==> src/rtl/wpw_pkg.sv <==
package wpw_pkg;
  localparam int NUM_PLANES = 4;
  localparam int PIX_W      = 8;
  localparam int ROT_W      = $clog2(PIX_W);
  localparam int BUS_W      = NUM_PLANES * PIX_W;

  typedef enum logic [1:0] {
    WM_BROADCAST = 2'd0,
    WM_LATCH_COPY = 2'd1,
    WM_NIBBLE_EXPAND = 2'd2,
    WM_RESERVED = 2'd3
  } writeMode_e;

  typedef enum logic [1:0] {
    LOP_PASS = 2'd0,
    LOP_AND  = 2'd1,
    LOP_OR   = 2'd2,
    LOP_XOR  = 2'd3
  } logicOp_e;

  typedef struct packed {
    logic                  cpuStrobe;
    writeMode_e            mode;
    logic [ROT_W-1:0]      rotCount;
    logicOp_e              op;
    logic [PIX_W-1:0]      bitMask;
    logic [NUM_PLANES-1:0] mapMask;
  } ctrlStrobes_t;
endpackage

==> src/rtl/wpw_ctrl.sv <==
module wpw_ctrl
  import wpw_pkg::*;
(
  input  logic         clk,
  input  logic         rstN,
  input  logic         cfgWe,
  input  logic [1:0]   cfgSel,
  input  logic [7:0]   cfgData,
  input  logic         cpuWe,
  output ctrlStrobes_t ctrl
);
  localparam logic [1:0] SEL_GFX_IDX = 2'd0;
  localparam logic [1:0] SEL_GFX_DAT = 2'd1;
  localparam logic [1:0] SEL_SEQ_IDX = 2'd2;
  localparam logic [1:0] SEL_SEQ_DAT = 2'd3;

  localparam logic [7:0] GIDX_ROTATE  = 8'd0;
  localparam logic [7:0] GIDX_MODE    = 8'd5;
  localparam logic [7:0] GIDX_BITMASK = 8'd8;
  localparam logic [7:0] SIDX_MAPMASK = 8'd2;

  logic [7:0]            gfxIdx, seqIdx;
  writeMode_e            modeReg;
  logic [ROT_W-1:0]      rotReg;
  logicOp_e              opReg;
  logic [PIX_W-1:0]      bitMaskReg;
  logic [NUM_PLANES-1:0] mapMaskReg;

  logic gfxDataWr, seqDataWr;
  assign gfxDataWr = cfgWe && (cfgSel == SEL_GFX_DAT);
  assign seqDataWr = cfgWe && (cfgSel == SEL_SEQ_DAT);

  always_ff @(posedge clk) begin
    if (!rstN) begin
      gfxIdx <= '0;
      seqIdx <= '0;
    end else if (cfgWe) begin
      if (cfgSel == SEL_GFX_IDX) gfxIdx <= cfgData;
      if (cfgSel == SEL_SEQ_IDX) seqIdx <= cfgData;
    end
  end

  always_ff @(posedge clk) begin
    if (!rstN) begin
      modeReg    <= WM_BROADCAST;
      rotReg     <= '0;
      opReg      <= LOP_PASS;
      bitMaskReg <= '1;
    end else if (gfxDataWr) begin
      case (gfxIdx)
        GIDX_ROTATE: begin
          rotReg <= cfgData[ROT_W-1:0];
          opReg  <= logicOp_e'(cfgData[ROT_W+1:ROT_W]);
        end
        GIDX_MODE:    modeReg    <= writeMode_e'(cfgData[1:0]);
        GIDX_BITMASK: bitMaskReg <= cfgData[PIX_W-1:0];
        default: ;
      endcase
    end
  end

  always_ff @(posedge clk) begin
    if (!rstN) begin
      mapMaskReg <= '1;
    end else if (seqDataWr && (seqIdx == SIDX_MAPMASK)) begin
      mapMaskReg <= cfgData[NUM_PLANES-1:0];
    end
  end

  always_comb begin
    ctrl.cpuStrobe = cpuWe;
    ctrl.mode      = modeReg;
    ctrl.rotCount  = rotReg;
    ctrl.op        = opReg;
    ctrl.bitMask   = bitMaskReg;
    ctrl.mapMask   = mapMaskReg;
  end
endmodule

==> src/rtl/wpw_datapath.sv <==
module wpw_datapath
  import wpw_pkg::*;
#(
  parameter int ADDR_W = 16
) (
  input  logic                  clk,
  input  logic                  rstN,
  input  ctrlStrobes_t          ctrl,
  input  logic [7:0]            cpuData,
  input  logic [ADDR_W-1:0]     cpuAddr,
  input  logic [BUS_W-1:0]      latchIn,
  output logic [BUS_W-1:0]      planeData,
  output logic [NUM_PLANES-1:0] planeWe,
  output logic [ADDR_W-1:0]     planeAddr
);
  logic [PIX_W-1:0]      rotated;
  logic [2*PIX_W-1:0]    doubled;
  logic [BUS_W-1:0]      nextData;
  logic [NUM_PLANES-1:0] nextWe;

  assign doubled = {cpuData[PIX_W-1:0], cpuData[PIX_W-1:0]} >> ctrl.rotCount;
  assign rotated = doubled[PIX_W-1:0];

  for (genvar p = 0; p < NUM_PLANES; p++) begin : g_plane
    logic [PIX_W-1:0] latchByte, srcByte, aluByte, mergedByte;

    assign latchByte = latchIn[p*PIX_W +: PIX_W];

    always_comb begin
      if (ctrl.mode == WM_NIBBLE_EXPAND) srcByte = {PIX_W{cpuData[p]}};
      else                               srcByte = rotated;
    end

    always_comb begin
      case (ctrl.op)
        LOP_AND: aluByte = srcByte & latchByte;
        LOP_OR:  aluByte = srcByte | latchByte;
        LOP_XOR: aluByte = srcByte ^ latchByte;
        default: aluByte = srcByte;
      endcase
    end

    assign mergedByte = (aluByte & ctrl.bitMask) | (latchByte & ~ctrl.bitMask);

    always_comb begin
      case (ctrl.mode)
        WM_LATCH_COPY: begin
          nextData[p*PIX_W +: PIX_W] = latchByte;
          nextWe[p]                  = 1'b1;
        end
        WM_RESERVED: begin
          nextData[p*PIX_W +: PIX_W] = mergedByte;
          nextWe[p]                  = 1'b0;
        end
        default: begin
          nextData[p*PIX_W +: PIX_W] = mergedByte;
          nextWe[p]                  = ctrl.mapMask[p];
        end
      endcase
    end
  end

  always_ff @(posedge clk) begin
    if (!rstN) begin
      planeData <= '0;
      planeWe   <= '0;
      planeAddr <= '0;
    end else begin
      planeWe <= ctrl.cpuStrobe ? nextWe : '0;
      if (ctrl.cpuStrobe) begin
        planeData <= nextData;
        planeAddr <= cpuAddr;
      end
    end
  end
endmodule

==> src/rtl/planar_write_path.sv <==
module planar_write_path
  import wpw_pkg::*;
#(
  parameter int ADDR_W = 16
) (
  input  logic                  clk,
  input  logic                  rstN,
  input  logic                  cfgWe,
  input  logic [1:0]            cfgSel,
  input  logic [7:0]            cfgData,
  input  logic                  cpuWe,
  input  logic [7:0]            cpuData,
  input  logic [ADDR_W-1:0]     cpuAddr,
  input  logic [BUS_W-1:0]      latchIn,
  output logic [BUS_W-1:0]      planeData,
  output logic [NUM_PLANES-1:0] planeWe,
  output logic [ADDR_W-1:0]     planeAddr
);
  ctrlStrobes_t ctrlBus;

  wpw_ctrl u_ctrl (
    .clk(clk), .rstN(rstN), .cfgWe(cfgWe), .cfgSel(cfgSel),
    .cfgData(cfgData), .cpuWe(cpuWe), .ctrl(ctrlBus)
  );

  wpw_datapath #(.ADDR_W(ADDR_W)) u_dp (
    .clk(clk), .rstN(rstN), .ctrl(ctrlBus), .cpuData(cpuData),
    .cpuAddr(cpuAddr), .latchIn(latchIn), .planeData(planeData),
    .planeWe(planeWe), .planeAddr(planeAddr)
  );
endmodule

==> config.mk <==
export PLATFORM = sky130hd
export DESIGN_NAME = planar_write_path
export DESIGN_NICKNAME = d
export VERILOG_FILES = /design/src/rtl/wpw_pkg.sv /design/src/rtl/wpw_ctrl.sv /design/src/rtl/wpw_datapath.sv /design/src/rtl/planar_write_path.sv
export SDC_FILE = /design/constraint.sdc
export NUM_CORES = 1
export LEC_CHECK = 0
export CAP_MARGIN = 20
export CORE_ASPECT_RATIO = 1.4
export CORE_UTILIZATION = 30
export DETAILED_ROUTE_END_ITERATION = 8
export GPL_TIMING_DRIVEN = 1
export PLACE_DENSITY = 0.55
export SYNTH_ARGS = -nofsm -noshare
export SYNTH_HDL_FRONTEND = slang
export SYNTH_SLANG_ARGS = --single-unit
==> constraint.sdc <==
create_clock -name clk -period 6 [get_ports clk]
set_input_delay 1.2 -clock clk [delete_from_list [all_inputs] [get_ports clk]]
set_output_delay 1.2 -clock clk [all_outputs]
set_load 0.005 [all_outputs]
# == Yosys cells after proc, flatten, opt, wreduce, memory -nomap -nowiden ==
# Cells that the tools add are included.
# word_totals
regBits,87
inputBits,70
output_inout_bits,52
word_cells,75
# op_classes
n_eq_ne,12
shift,1
mux,16
n_bitwise,25
n_reduce_logical,11
# op_table
operator,count
AND 8 bit,12
one-hot mux 8 bit (3 select lines),4
two-way mux 8 bit,8
bitwise OR 8 bit,8
bitwise XOR 8 bit,4
right shift 16 x 3 -> 8 bit,1
equality test 2 bit (second input constant),6
AND reduction 2 bit,6
equality test 8 x 2 -> 1 bit (second input constant),1
equality test 8 x 3 -> 1 bit (second input constant),1
equality test 8 x 4 -> 1 bit (second input constant),1
logical NOT 8 bit,1
NOT 8 bit,1
one-hot mux 1 bit (2 select lines),4
equality test 2 x 1 -> 1 bit (second input constant),3
logical AND 1 bit,3
logical NOT 2 bit,1

# == Depth between registers and ports, before layout ==
# logic_depth
word_depth,7
mapped_depth,11
depth_no_buf,9

# == Cells and area by module ==
# From an unflattened synthesis, not the netlist that was laid out.
# unflattened
hier_cells,731
hier_area_um2,6246.0
# by_module_without_submodules
mod,instances,cells_per_inst,area_each_um2,seq_area_each_um2
wpw_datapath,1,590,4762.1,1041.0
wpw_ctrl,1,141,1483.9,700.7

# == Worst setup path before layout ==
# No wires, ideal clock.
# synth_timing
path_type,input port to flip-flop
startpoint,input cpuData[0]
endpoint,register u_dp.planeData[22]
setup_time_ns,0.127
t_arrival_ns,2.941
required_time_ns,5.873
setup_slack_ns,2.932
path_stages,10
n_path_buf,1
cell_sequence,mux2_2 or3_1 nand4_1 buf_2 and2_1 ha_1 mux2i_1 a22oi_1 a311oi_1 a211oi_1
# synth_between
elab_chain_len,7
elab_cells_between_ends,9
cone_classes,shift (1); mux (3); bitwise (5)
# synth_lines
element,line_no,source
start: declaration,planar_write_path.sv:12,"input logic [7:0] cpuData,"
right shift 16 x 3 -> 8 bit *,wpw_datapath.sv:21,"assign doubled = {cpuData[PIX_W-1:0], cpuData[PIX_W-1:0]} >> ctrl.rotCount;"
two-way mux 8 bit *,wpw_datapath.sv:30,if (ctrl.mode == WM_NIBBLE_EXPAND) srcByte = {PIX_W{cpuData[p]}};
bitwise XOR 8 bit (tied with other cells),wpw_datapath.sv:38,LOP_XOR: aluByte = srcByte ^ latchByte;
one-hot mux 8 bit (3 select lines) *,wpw_datapath.sv:35,case (ctrl.op)
AND 8 bit *,wpw_datapath.sv:43,assign mergedByte = (aluByte & ctrl.bitMask) | (latchByte & ~ctrl.bitMask);
bitwise OR 8 bit *,wpw_datapath.sv:43,
two-way mux 8 bit *,wpw_datapath.sv:46,case (ctrl.mode)
end signal: assignment,wpw_datapath.sv:71,planeData <= nextData;
end: declaration,wpw_datapath.sv:12,"output logic [BUS_W-1:0] planeData,"
# Mark *: on every way between the ends. The rest lies on a longest branch, timed or not.
# A chain may end at the register's enable or synchronous reset.

# == Worst setup path in the final report ==
# layout_timing
startpoint,input cpuData[3]
endpoint,register u_dp.planeData[30]
# layout_between
elab_chain_len,7
elab_cells_between_ends,9
cone_classes,shift (1); mux (3); bitwise (5)
# layout_lines
element,line_no
right shift 16 x 3 -> 8 bit,wpw_datapath.sv:21
two-way mux 8 bit *,wpw_datapath.sv:30
bitwise XOR 8 bit (tied with other cells),wpw_datapath.sv:38
one-hot mux 8 bit (3 select lines) *,wpw_datapath.sv:35
AND 8 bit *,wpw_datapath.sv:43
bitwise OR 8 bit *,wpw_datapath.sv:43
two-way mux 8 bit *,wpw_datapath.sv:46
# Marked as above.

==> impl_metrics.yaml <==
sta:
  fin_crit_ps: 3790
  maxSlewHeadroom: 0.316
  hold_slack_ps: 473
  rsz0062_at_grt: "false"
  finalClockSkew_ps: 9.52
  drv_slew: 0
  worst_slew_pin_slew_ps: 1030
  fin_crit_sh: 0.631
  fin_tns_setup_ps: 0
  fmax_mhz: 264
  setup_viol_count_final: 0
  final_hold_viol_count: 0
synth:
  synth_seq_area_share: 0.284
  ys_ff_latch: 87
  synth_enable_flop_cells: 0
  synth_area_mm2: 0.00614
  synth_area_per_cell_um2: 8.55
  syn-num-nets: 852
  synthTopCellsByCount: "mux2i_1, dfxtp_1, ha_1"
  async_flop_share: 0
  synth_most_common_cell: "mux2i_1"
  synth_flop_cell: "dfxtp_1"
  yosys.area.top_type: "dfxtp_1"
  syn_inst: 718
  yosys_warnings: 0
  synth_area_leaders: "dfxtp_1, mux2i_1, ha_1, a22oi_1, a311oi_1"
  netlist.area_leader.share: 0.284
  synth_cell_types: 38
setup_path:
  arrival_ps: 3990
  start_kind: "primary input"
  worstSetupPathType: "primary input to flop"
  crit_chain: "clkdlybuf4s50_1, mux2i_1, a22oi_1, nand4_1, and2_1, ha_1, mux2i_1, a22oi_1, a311oi_1, a211oi_1"
  critPathCaptureType: "flop"
  r2r-start: "u_ctrl.rotReg[1]"
  required_ps: 6200
  ff2ff_setup_slack_ps: 2850
  cp_max_fo: 12
  critPathMaxStageDelay_ps: 550
  endpoint: "u_dp.planeData[30]"
  cpMaxStageDelayCell: "nand4_1"
  r2r_cells: 8
  worst_r2r_endpoint: "u_dp.planeData[26]"
  crit_path_start: "cpuData[3]"
grt:
  antenna_found_initial: 1
  grt_usage: 0.187
  grt_pass1_wl_mm: 29.6
  grt_pass1_vias: 5393
  grt_max_degree: 66
  grt_overflow: 0
clock_tree:
  ctsLongestPathBuffers: 2
  holdBufCountCts: 0
  htree_levels: 3
  cts_buffers: 9
  cts_sinks: 87
  path_clk_slew_ps: 70
  cts_tree: "built"
  cts-root-buf: "clkbuf_16"
  cts_setup_buffers: 0
  cts_resized: 0
  insertion_delay_ps: 350
placement:
  gp_congestion: 0.785
  numPortBuffers: 121
  hpwlAfterDp_mm: 12.9
layout:
  regArea_mm2: 0.00174
  multi_input_area_mm2: 0.00400
  fin_nets: 923
  syn_to_final_growth_pct: 26.1
  antennaDiodeCount: 0
  layout-drive-gt1-share: 0.0390
  fill_cells: 2036
floorplanning:
  rows: 61
  die_w_um: 123
  floorplan.initialDensity: 0.308
  io_pins: 122
  fp.coreArea_mm2: 0.0199
  die-area_mm2: 0.0210
  die_h_um: 171
status:
  status: "completed"
detailed_routing:
  num_vias: 5619
  via_per_inst: 5.37
  drc: 0
  drt_iter0_drc: 380
  wl_per_cell_um: 18.4
  wl_mm: 19.2
  drt_first_pass_iters: 5
  drtAntennaViolNets: 0
pwr:
  p_leak_nw: 3.14
  ir_worst_vdd_uv: 132
  p_per_area_mw_per_mm2: 202
flow_run:
  maxCapViolCount: 0
min_path:
  hold_class: "flop to flop"
[placed cells by master (no fill, tap or decap), types with 2 or more instances in the layout]
cell and n:
dfxtp_2 2, clkbuf_16 9, inv_8 3, nor2b_1 42
nand3_1 6, a22oi_1 42, clkdlybuf4s50_1 119, o21ai_0 27
buf_4 5, and2_1 30, nor3_1 33, nand4_1 2
nand3b_1 5, and4b_1 2, mux2i_1 90, nand2b_1 4
a21oi_1 38, buf_2 2, a211oi_1 32, dfxtp_1 85
o21ai_1 5, ha_1 64, nand2_1 53, inv_1 32
a311oi_1 32, nor2_1 9
[where the power goes]
part	internal (mW)	switching, mW
clock	0.304	0.274
sequential	0.610	0.0234
combinational	0.182	0.173
total	1.10	0.471
[logic make-up (layout without fill, tap and decap cells)]
logic type	Yosys count	after routing	synth area share
compound gates	182	182	0.203
mux	91	91	0.149
buf+inv	100	176	0.0662
flops	87	87	0.284
simple gates	194	194	0.168
fa+ha+maj	64	64	0.130
[per-stage QoR]
step	power [mW]	worst slack, ps	utilization	area, µm²	instances
after floorplan	0.834	2930	-	6140	718
after global placement	0.996	1840	0.373	7420	1029
after detailed placement	1.00	1820	0.373	7420	1029
after CTS	1.59	2200	0.388	7720	1045
after global routing	1.65	1990	0.389	7740	1046
final	1.57	2210	0.389	7740	1046
[sequential cells by signal (all words and copies together) (netlist names)]
register,cells
u_ctrl.gfxIdx,8
u_ctrl.opReg,2
u_ctrl.seqIdx,8
u_ctrl.mapMaskReg,4
u_dp.planeWe,4
u_ctrl.rotReg,3
u_ctrl.bitMaskReg,8
u_dp.planeAddr,16
u_ctrl.modeReg,2
u_dp.planeData,32
[layout make-up]
type,count,area share
clock buffer,10,0.0309
clock inverter,6,0.00760
inverter,33,0.0160
multi-input combinational,531,0.517
sequential,87,0.225
tap,252,0.0407
timing repair buffer,127,0.163
[worst min-delay path by stage]
stage                               startpoint  cells after the start  slack (ps)              endpoint
final                     u_ctrl.mapMaskReg[0]                      2         470       u_dp.planeWe[0]
after global routing      u_ctrl.mapMaskReg[2]                      2         490       u_dp.planeWe[2]
after CTS                 u_ctrl.mapMaskReg[0]                      2         480       u_dp.planeWe[0]
after detailed placement  u_ctrl.mapMaskReg[0]                      2         460       u_dp.planeWe[0]
after global placement    u_ctrl.mapMaskReg[2]                      2         460  u_ctrl.mapMaskReg[2]
after floorplan           u_ctrl.mapMaskReg[0]                      2         430       u_dp.planeWe[0]
[critical path: cells and delay by family]
family                   cells  cell delay, ps
AND/OR/NAND/NOR              2             960
AO/OA/AOI/OAI                4             700
buffers and inverters        1             530
multiplexers                 2             310
adder cells (fa/ha/maj)      1             280
[metal layers]
metal / vias to the layer above / global-route usage / wire (µm)
met5: - / 0 / 11
met2: 181 / 0.318 / 9370
li1: 2738 / - / -
met4: 2 / 0.0907 / 663
met3: 36 / 0.0325 / 1100
met1: 2662 / 0.225 / 8070
(Power assumes the default switching activity.)
